`src/rtl/int_load_merge.sv`:
```
module int_load_merge #(
  parameter int W = 48
) (
  input  logic         clk,
  input  logic         rst_n,
  input  logic         in_valid,
  input  logic         from_mem,
  input  logic [2:0]   size,
  input  logic [1:0]   mode,
  input  logic [W-1:0] mem_field,
  input  logic [W-1:0] src_reg,
  input  logic [W-1:0] dst_old,
  output logic         out_valid,
  output logic [W-1:0] dst_new
);
  localparam int WB = 8;
  localparam int WS = 12;
  localparam int WI = 24;
  localparam int WA = 36;
  localparam int SW = $clog2(W + 1);

  logic [SW-1:0] width;
  logic [W-1:0]  mask, op, fill, merged;
  logic          sgn;

  always_comb begin
    case (size)
      3'd0:    width = SW'(WB);
      3'd1:    width = SW'(WS);
      3'd2:    width = SW'(WI);
      3'd3:    width = SW'(WA);
      default: width = SW'(W);
    endcase
  end

  assign mask = ~({W{1'b1}} << width);
  assign op   = from_mem ? (mem_field >> (SW'(W) - width)) : (src_reg & mask);
  assign sgn  = op[width - SW'(1)];

  always_comb begin
    case (mode)
      2'd0:    fill = sgn ? ~mask : '0;
      2'd2:    fill = dst_old & ~mask;
      default: fill = '0;
    endcase
  end

  assign merged = op | fill;

  always_ff @(posedge clk) begin
    if (!rst_n) begin
      out_valid <= 1'b0;
      dst_new   <= '0;
    end else begin
      out_valid <= in_valid;
      if (in_valid) dst_new <= merged;
    end
  end
endmodule

```
`config.mk`:
```
export PLATFORM = sky130hd
export DESIGN_NAME = int_load_merge
export DESIGN_NICKNAME = d
export VERILOG_FILES = /design/src/rtl/int_load_merge.sv
export SDC_FILE = /design/constraint.sdc
export NUM_CORES = 1
export LEC_CHECK = 0
export BUFFER_PORTS_ARGS = -buffer_cell sky130_fd_sc_hd__buf_2
export CORE_ASPECT_RATIO = 0.9
export CORE_UTILIZATION = 52
export CTS_CLUSTER_DIAMETER = 150
export DETAILED_ROUTE_END_ITERATION = 8
export GPL_ROUTABILITY_DRIVEN = 0
export PLACE_DENSITY = 0.85
export SYNTH_ARGS = -nofsm -noshare
export SYNTH_HDL_FRONTEND = slang
export SYNTH_SLANG_ARGS = --single-unit
export TNS_END_PERCENT = 20
```
`constraint.sdc`:
```
create_clock -name clk -period 7.9 [get_ports clk]
set_input_delay 0.395 -clock clk [delete_from_list [all_inputs] [get_ports clk]]
set_output_delay 0.395 -clock clk [all_outputs]
set_load 0.05 [all_outputs]
```
==> impl_metrics.ini, run 1 <==
[status]
outcome = complete, no violations

[setup_path]
required_ps = 8060
crit_chain = buf_2 -> nand2b_4 -> ha_2 -> ha_1 -> buf_4 -> nand3b_1 -> nor2_1 -> a211oi_1 -> a21boi_0 -> a2111oi_4 -> o311ai_1 -> nand2_1
path_max_fanout = 36
reg2reg_to = dst_new[9]$_SDFFE_PN0P_
max_stage_delay_ps = 930
cp_num_buf_inv = 2
cp.arrival_ps = 4420
end_kind = flip-flop
rr_startpoint = dst_new[9]$_SDFFE_PN0P_
criticalPathCategory = input pin to flip-flop
slowest_stage = o311ai_1
ff2ff_setup_slack_ps = 6990
start_kind = input pin
path_depth = 12
reg2reg_depth = 4
crit_family = compound AO/OA/AOI/OAI gates

[logic_synthesis]
ys_warn_count = 0
synth_fp_nets = 734
synth-seq-cells = 49
netlist_top_cells_area = dfxtp_1, mux2i_1, mux4_2
synth_cell_types = 62
synth_ff_type = dfxtp_1
synth.cell_area_um2 = 4540
synth_edf_count = 0
synthCells = 577
syn_avg_cell_area_um2 = 7.86
netlist.area_leader.share_pct = 21.6
async_flop_share_pct = 0
yosysSeqAreaShare_pct = 21.6
synth_largest_area_cell = dfxtp_1

[detailed_routing]
drt_first_pass_iters = 7
routed_wirelength_um = 18200
route.antenna.remaining_nets = 0
wire_per_inst_um = 21.4
num_vias = 5927
first_iter_violations = 718
drc = 0
vias_per_cell = 6.96

[clock_network]
htree_levels = 2
postCtsHoldBufs = 0
cts_inserted_buffers = 5
clkTransAtPathRegs_ps = 100
cts_root_buf = clkbuf_8
cts_resized = 0
cts_sinks = 49
cts_tree = done
cts_setup_buffers = 0
insertion_delay_ps = 320
clockBufferDepth = 2

[timing]
setup_viol = 0
fin_hold_ws_ps = 371
fmax_mhz = 235
max-slew-margin-rel_pct = 27.8
setup_tns_ps = 0
tightest_slew_ps = 1070
rsz0062_at_grt = false
min_period_ps = 4260
final_max_slew_viol_count = 0
finalHoldViolCount = 0
post-route-period-util_pct = 53.9
clock_skew_ps = 0

[floorplanning]
floorplan.initialDensity_pct = 54.9
io_pins = 202
die_w_um = 100
core_area_um2 = 8260
rows = 31
dieArea_um2 = 9100
die_h_um = 90.6

[finish]
postLayoutCoreUtil_pct = 68.2
areaGrowthSynthToFinish_pct = 24.2
final_nets = 893
drive_above_1_share_pct = 31.6
antenna_cells = 0
stdcell_count = 852
fillers = 730
final-seq-area_um2 = 981
multi_input_area_um2 = 3310

[grt]
grt_first_pass_wirelength_um = 28300
grt_overflow = 0
grt_pass1_vias = 5645
grt.total_usage_pct = 39.8
antenna_found_initial = 0
grt_start_max_net_pins = 94

[worst_hold_path]
whs_path_depth = 3
holdCritPathClass = input pin to flip-flop
min_to = dst_new[14]$_SDFFE_PN0P_
hold_path_startpoint = dst_old[14]

[placement]
portBuffers = 197
dp.final_hpwl_um = 13800
dp.cells = 844

[power]
p_int_mw = 0.538
switching_power_mw = 0.377
power.share.clock_pct = 24.0
swShare_pct = 41.2
power.density_nw_per_um2 = 162
power.leakage_nw = 2.55
fin_total_pwr_mw = 0.915
irDropWorstVdd_mv = 0.133
seq_power_share_pct = 30.6
combPwrFrac_pct = 45.4

[flow_run]
cap_viol_max_count = 0
[worst max-delay path by stage]
stage	slack, ps	endpoint	startpoint
final	3640	dst_new[45]$_SDFFE_PN0P_	size[2]
after global routing	3350	dst_new[45]$_SDFFE_PN0P_	size[2]
after CTS	3780	dst_new[36]$_SDFFE_PN0P_	size[2]
after detailed placement	3460	dst_new[44]$_SDFFE_PN0P_	size[2]
after global placement	3630	dst_new[38]$_SDFFE_PN0P_	size[2]
after floorplan	4340	dst_new[36]$_SDFFE_PN0P_	size[2]
[flip-flops by register name, summed over array words and instances, names as in the netlist]
signal / flops
dst_new: 48
out_valid: 1
[Yosys cell counts, types with 2 or more instances]
cell       count
o221ai_1      11
a22oi_1        6
and2_1         8
a221oi_1       9
a22o_1         4
nor3b_1        6
nand3_1       13
a2bb2oi_1      2
nor4_1         2
or3_1          2
nand2b_1       6
nor3_1         6
o211ai_1      14
a222oi_1      13
a21oi_1       28
dfxtp_1       49
or2_2          2
a41oi_1        9
inv_1          5
inv_2          2
mux2i_1       64
buf_4          3
ha_1           4
nand2_1       69
nor2_1        34
o21a_1         6
clkbuf_1      31
a31oi_1       20
a21boi_0       3
a211oi_1      14
buf_2         12
o21ai_0       53
mux4_2        12
nor2b_1        4
buf_1          5
o31a_1         2
o22ai_1        3
clkinv_1       2
a311oi_1       6
and3_1        11
[power by group through the flow]
stage	registers (mW)	logic (mW)	clock network, mW
floorplan	0.356	0.206	0
global placement	0.284	0.393	0
detailed placement	0.285	0.400	0
CTS	0.279	0.402	0.218
global route	0.282	0.438	0.230
finish	0.280	0.416	0.220
[area by class of cell]
class / instances / area share (%)
multi-input combinational: 468 / 58.7
timing repair buffer: 203 / 18.3
sequential: 49 / 17.4
tap: 115 / 2.55
clock buffer: 5 / 1.22
clock inverter: 3 / 1.22
inverter: 9 / 0.600
[layer usage]
metal | vias to the layer above | global-route usage [%] | part of all wire, %
met3 | 111 | 11.1 | 14
met2 | 506 | 63.4 | 45
li1 | 2584 | - | -
met4 | 0 | 22.2 | 6.2
met1 | 2726 | 48.1 | 35
met5 | - | 0 | 0
[kinds of logic (layout without fill, tap and decap cells)]
| group | count (synthesis) | in the layout | share of synthesized area (%) |
|---|---|---|---|
| muxes | 77 | 77 | 20.3 |
| adders and majority gates | 4 | 4 | 1.10 |
| buffers and inverters | 60 | 220 | 5.55 |
| AOI/OAI and AO/OA | 217 | 217 | 33.7 |
| and+or+nand+nor | 170 | 170 | 17.7 |
| DFF | 49 | 49 | 21.6 |
[tightest hold or removal path, cell delays in order]
cell and delay (ps):
buf_2 80, a211oi_1 60, a21oi_1 130
[cells in the final DEF (no fill, tap or decap), drive strengths merged, types with 14 or more instances in the layout]
| cell | instances |
|---|---|
| a211oi | 14 |
| mux2i | 64 |
| a31oi | 20 |
| nand2 | 70 |
| o21ai | 53 |
| a21oi | 28 |
| buf | 203 |
| dfxtp | 49 |
| nor2 | 35 |
| o211ai | 14 |
[through the flow]
step	setup WS [ps]	cell area [um2]
CTS	3780	5630
global placement	3630	5500
floorplan	4340	4540
global route	3350	5630
detailed placement	3460	5500
finish	3640	5630
No activity file was read; power rests on OpenSTA's default activity.
==> run 2, diff against run 1 <==
--- a/config.mk
+++ b/config.mk
@@ -7,11 +7,11 @@
 export LEC_CHECK = 0
 export BUFFER_PORTS_ARGS = -buffer_cell sky130_fd_sc_hd__buf_2
 export CORE_ASPECT_RATIO = 0.9
-export CORE_UTILIZATION = 52
+export CORE_UTILIZATION = 49
 export CTS_CLUSTER_DIAMETER = 150
 export DETAILED_ROUTE_END_ITERATION = 8
 export GPL_ROUTABILITY_DRIVEN = 0
-export PLACE_DENSITY = 0.85
+export PLACE_DENSITY = 0.81
 export SYNTH_ARGS = -nofsm -noshare
 export SYNTH_HDL_FRONTEND = slang
 export SYNTH_SLANG_ARGS = --single-unit
==> constraint.sdc (replaced) <==
create_clock -name clk -period 4 [get_ports clk]
set_input_delay 0.2 -clock clk [delete_from_list [all_inputs] [get_ports clk]]
set_output_delay 0.2 -clock clk [all_outputs]
set_load 0.05 [all_outputs]
==> impl_metrics.ini, run 2 (synthesis gave the netlist of run 1 again) <==
[floorplanning]
die_w_um = 103
io_pins = 202
core_area_um2 = 8770
rows = 32
floorplan.initialDensity_pct = 51.7
die_h_um = 93.3
dieArea_um2 = 9650

[setup_path]
start_kind = input pin
required_ps = 4230
criticalPathCategory = input pin to flip-flop
cp.arrival_ps = 3590
slowest_stage = a2111oi_4
path_max_fanout = 11
ff2ff_setup_slack_ps = 3190
max_stage_delay_ps = 570
end_kind = flip-flop
crit_chain = buf_2 -> nand2_1 -> nand2_2 -> ha_2 -> ha_1 -> buf_4 -> nand3b_1 -> nor2_1 -> a211oi_1 -> a21boi_0 -> a2111oi_4 -> o21ai_0 -> a31oi_1

[placement]
portBuffers = 197
pre_cts_slack_ps = 465
dp.final_hpwl_um = 14500
dp.cells = 860
post_dp_cell_area_um2 = 5590

[detailed_routing]
num_vias = 5906
first_iter_violations = 592
drc = 0
route.antenna.remaining_nets = 0
drt_first_pass_iters = 7
wire_per_inst_um = 21.5
vias_per_cell = 6.80
routed_wirelength_um = 18700

[clock_network]
insertion_delay_ps = 310
htree_levels = 2
cts_root_buf = clkbuf_8
cts_setup_buffers = 0
cts_inserted_buffers = 5
clockBufferDepth = 2
postCtsHoldBufs = 0
cts_tree = done
cts_sinks = 49
clkTransAtPathRegs_ps = 90
cts_resized = 0

[power]
power.density_nw_per_um2 = 298
power.leakage_nw = 2.59
irDropWorstVdd_mv = 0.204

[finish]
fillers = 795
areaGrowthSynthToFinish_pct = 25.4
top_regs = dst_new: 48 flops, out_valid: 1 flops
regMostFlops = dst_new
final_nets = 905
final_cell_mix = buf_2, nand2_1, mux2i_1, o21ai_0, dfxtp_1
stdcell_count = 868
antenna_cells = 0
final-seq-area_um2 = 981
stdcell_area_um2 = 5690
multi_input_area_um2 = 3310
drive_above_1_share_pct = 32.7
layout_commonest_cell = buf_2
largest_reg_flops = 48

[timing]
max-slew-margin-rel_pct = 48.8
setup_tns_ps = 0
min_period_ps = 3360
rsz0062_at_grt = false
fin_ws_ps = 640
fmax_mhz = 298
tightest_slew_ps = 768
final_max_slew_viol_count = 0
setup_viol = 0
post-route-period-util_pct = 84.0
finalHoldViolCount = 0
clock_skew_ps = 0

[grt]
grt_overflow = 0
antenna_found_initial = 0
grt.total_usage_pct = 38.4
grt_pass1_vias = 5687
grt_start_max_net_pins = 50
grt_first_pass_wirelength_um = 28300

[status]
outcome = complete, no violations

[flow_run]
cap_viol_max_count = 0

[worst_hold_path]
holdCritPathClass = input pin to flip-flop
==> run 2: critical path, delay by kind of cell <==
kind                     cells  cell delay, ps
AO/OA/AOI/OAI                5            1760
adder cells (fa/ha/maj)      2             500
buffers and inverters        2             450
AND/OR/NAND/NOR              4             680
==> run 2: path summary, 6_finish.rpt <==
check	startpoint	to	cells past startpoint
min reg2reg	dst_new[7]$_SDFFE_PN0P_	dst_new[7]$_SDFFE_PN0P_	2
max	size[0]	dst_new[24]$_SDFFE_PN0P_	13
max reg2reg	dst_new[11]$_SDFFE_PN0P_	dst_new[11]$_SDFFE_PN0P_	4
min	dst_old[14]	dst_new[14]$_SDFFE_PN0P_	3
==> run 2: area by class of cell <==
class                           instances  area share [%]
Timing Repair Buffer                  215            19.7
Multi-Input combinational cell        468            58.1
Sequential cell                        49            17.2
Inverter                                9           0.594
Clock inverter                          2           0.242
Clock buffer                            6            1.45
Tap cell                              119            2.62
==> run 2: power breakdown <==
part / switching (mW) / internal [mW] / leakage [nW]
clock: 0.169 / 0.140 / 0.0512
combinational: 0.544 / 0.290 / 2.13
sequential: 0.0229 / 0.529 / 0.406
==> run 2: layer usage <==
layer / part of all wire [%] / routed length (um) / vias up / track usage, %
li1: - / - / 2608 / -
met1: 36 / 6670 / 2712 / 46.1
met2: 45 / 8300 / 482 / 60.9
met3: 14 / 2590 / 104 / 10.2
met4: 5.9 / 1100 / 0 / 23.2
met5: 0 / 0 / - / 0
==> run 2: metrics by stage <==
step	utilization, %	hold WS, ps	power [mW]
after global routing	64.9	190	1.77
after detailed placement	63.8	473	1.37
final	64.9	191	1.70
after CTS	64.9	191	1.67
after global placement	63.8	464	1.35
after floorplan	-	391	1.11
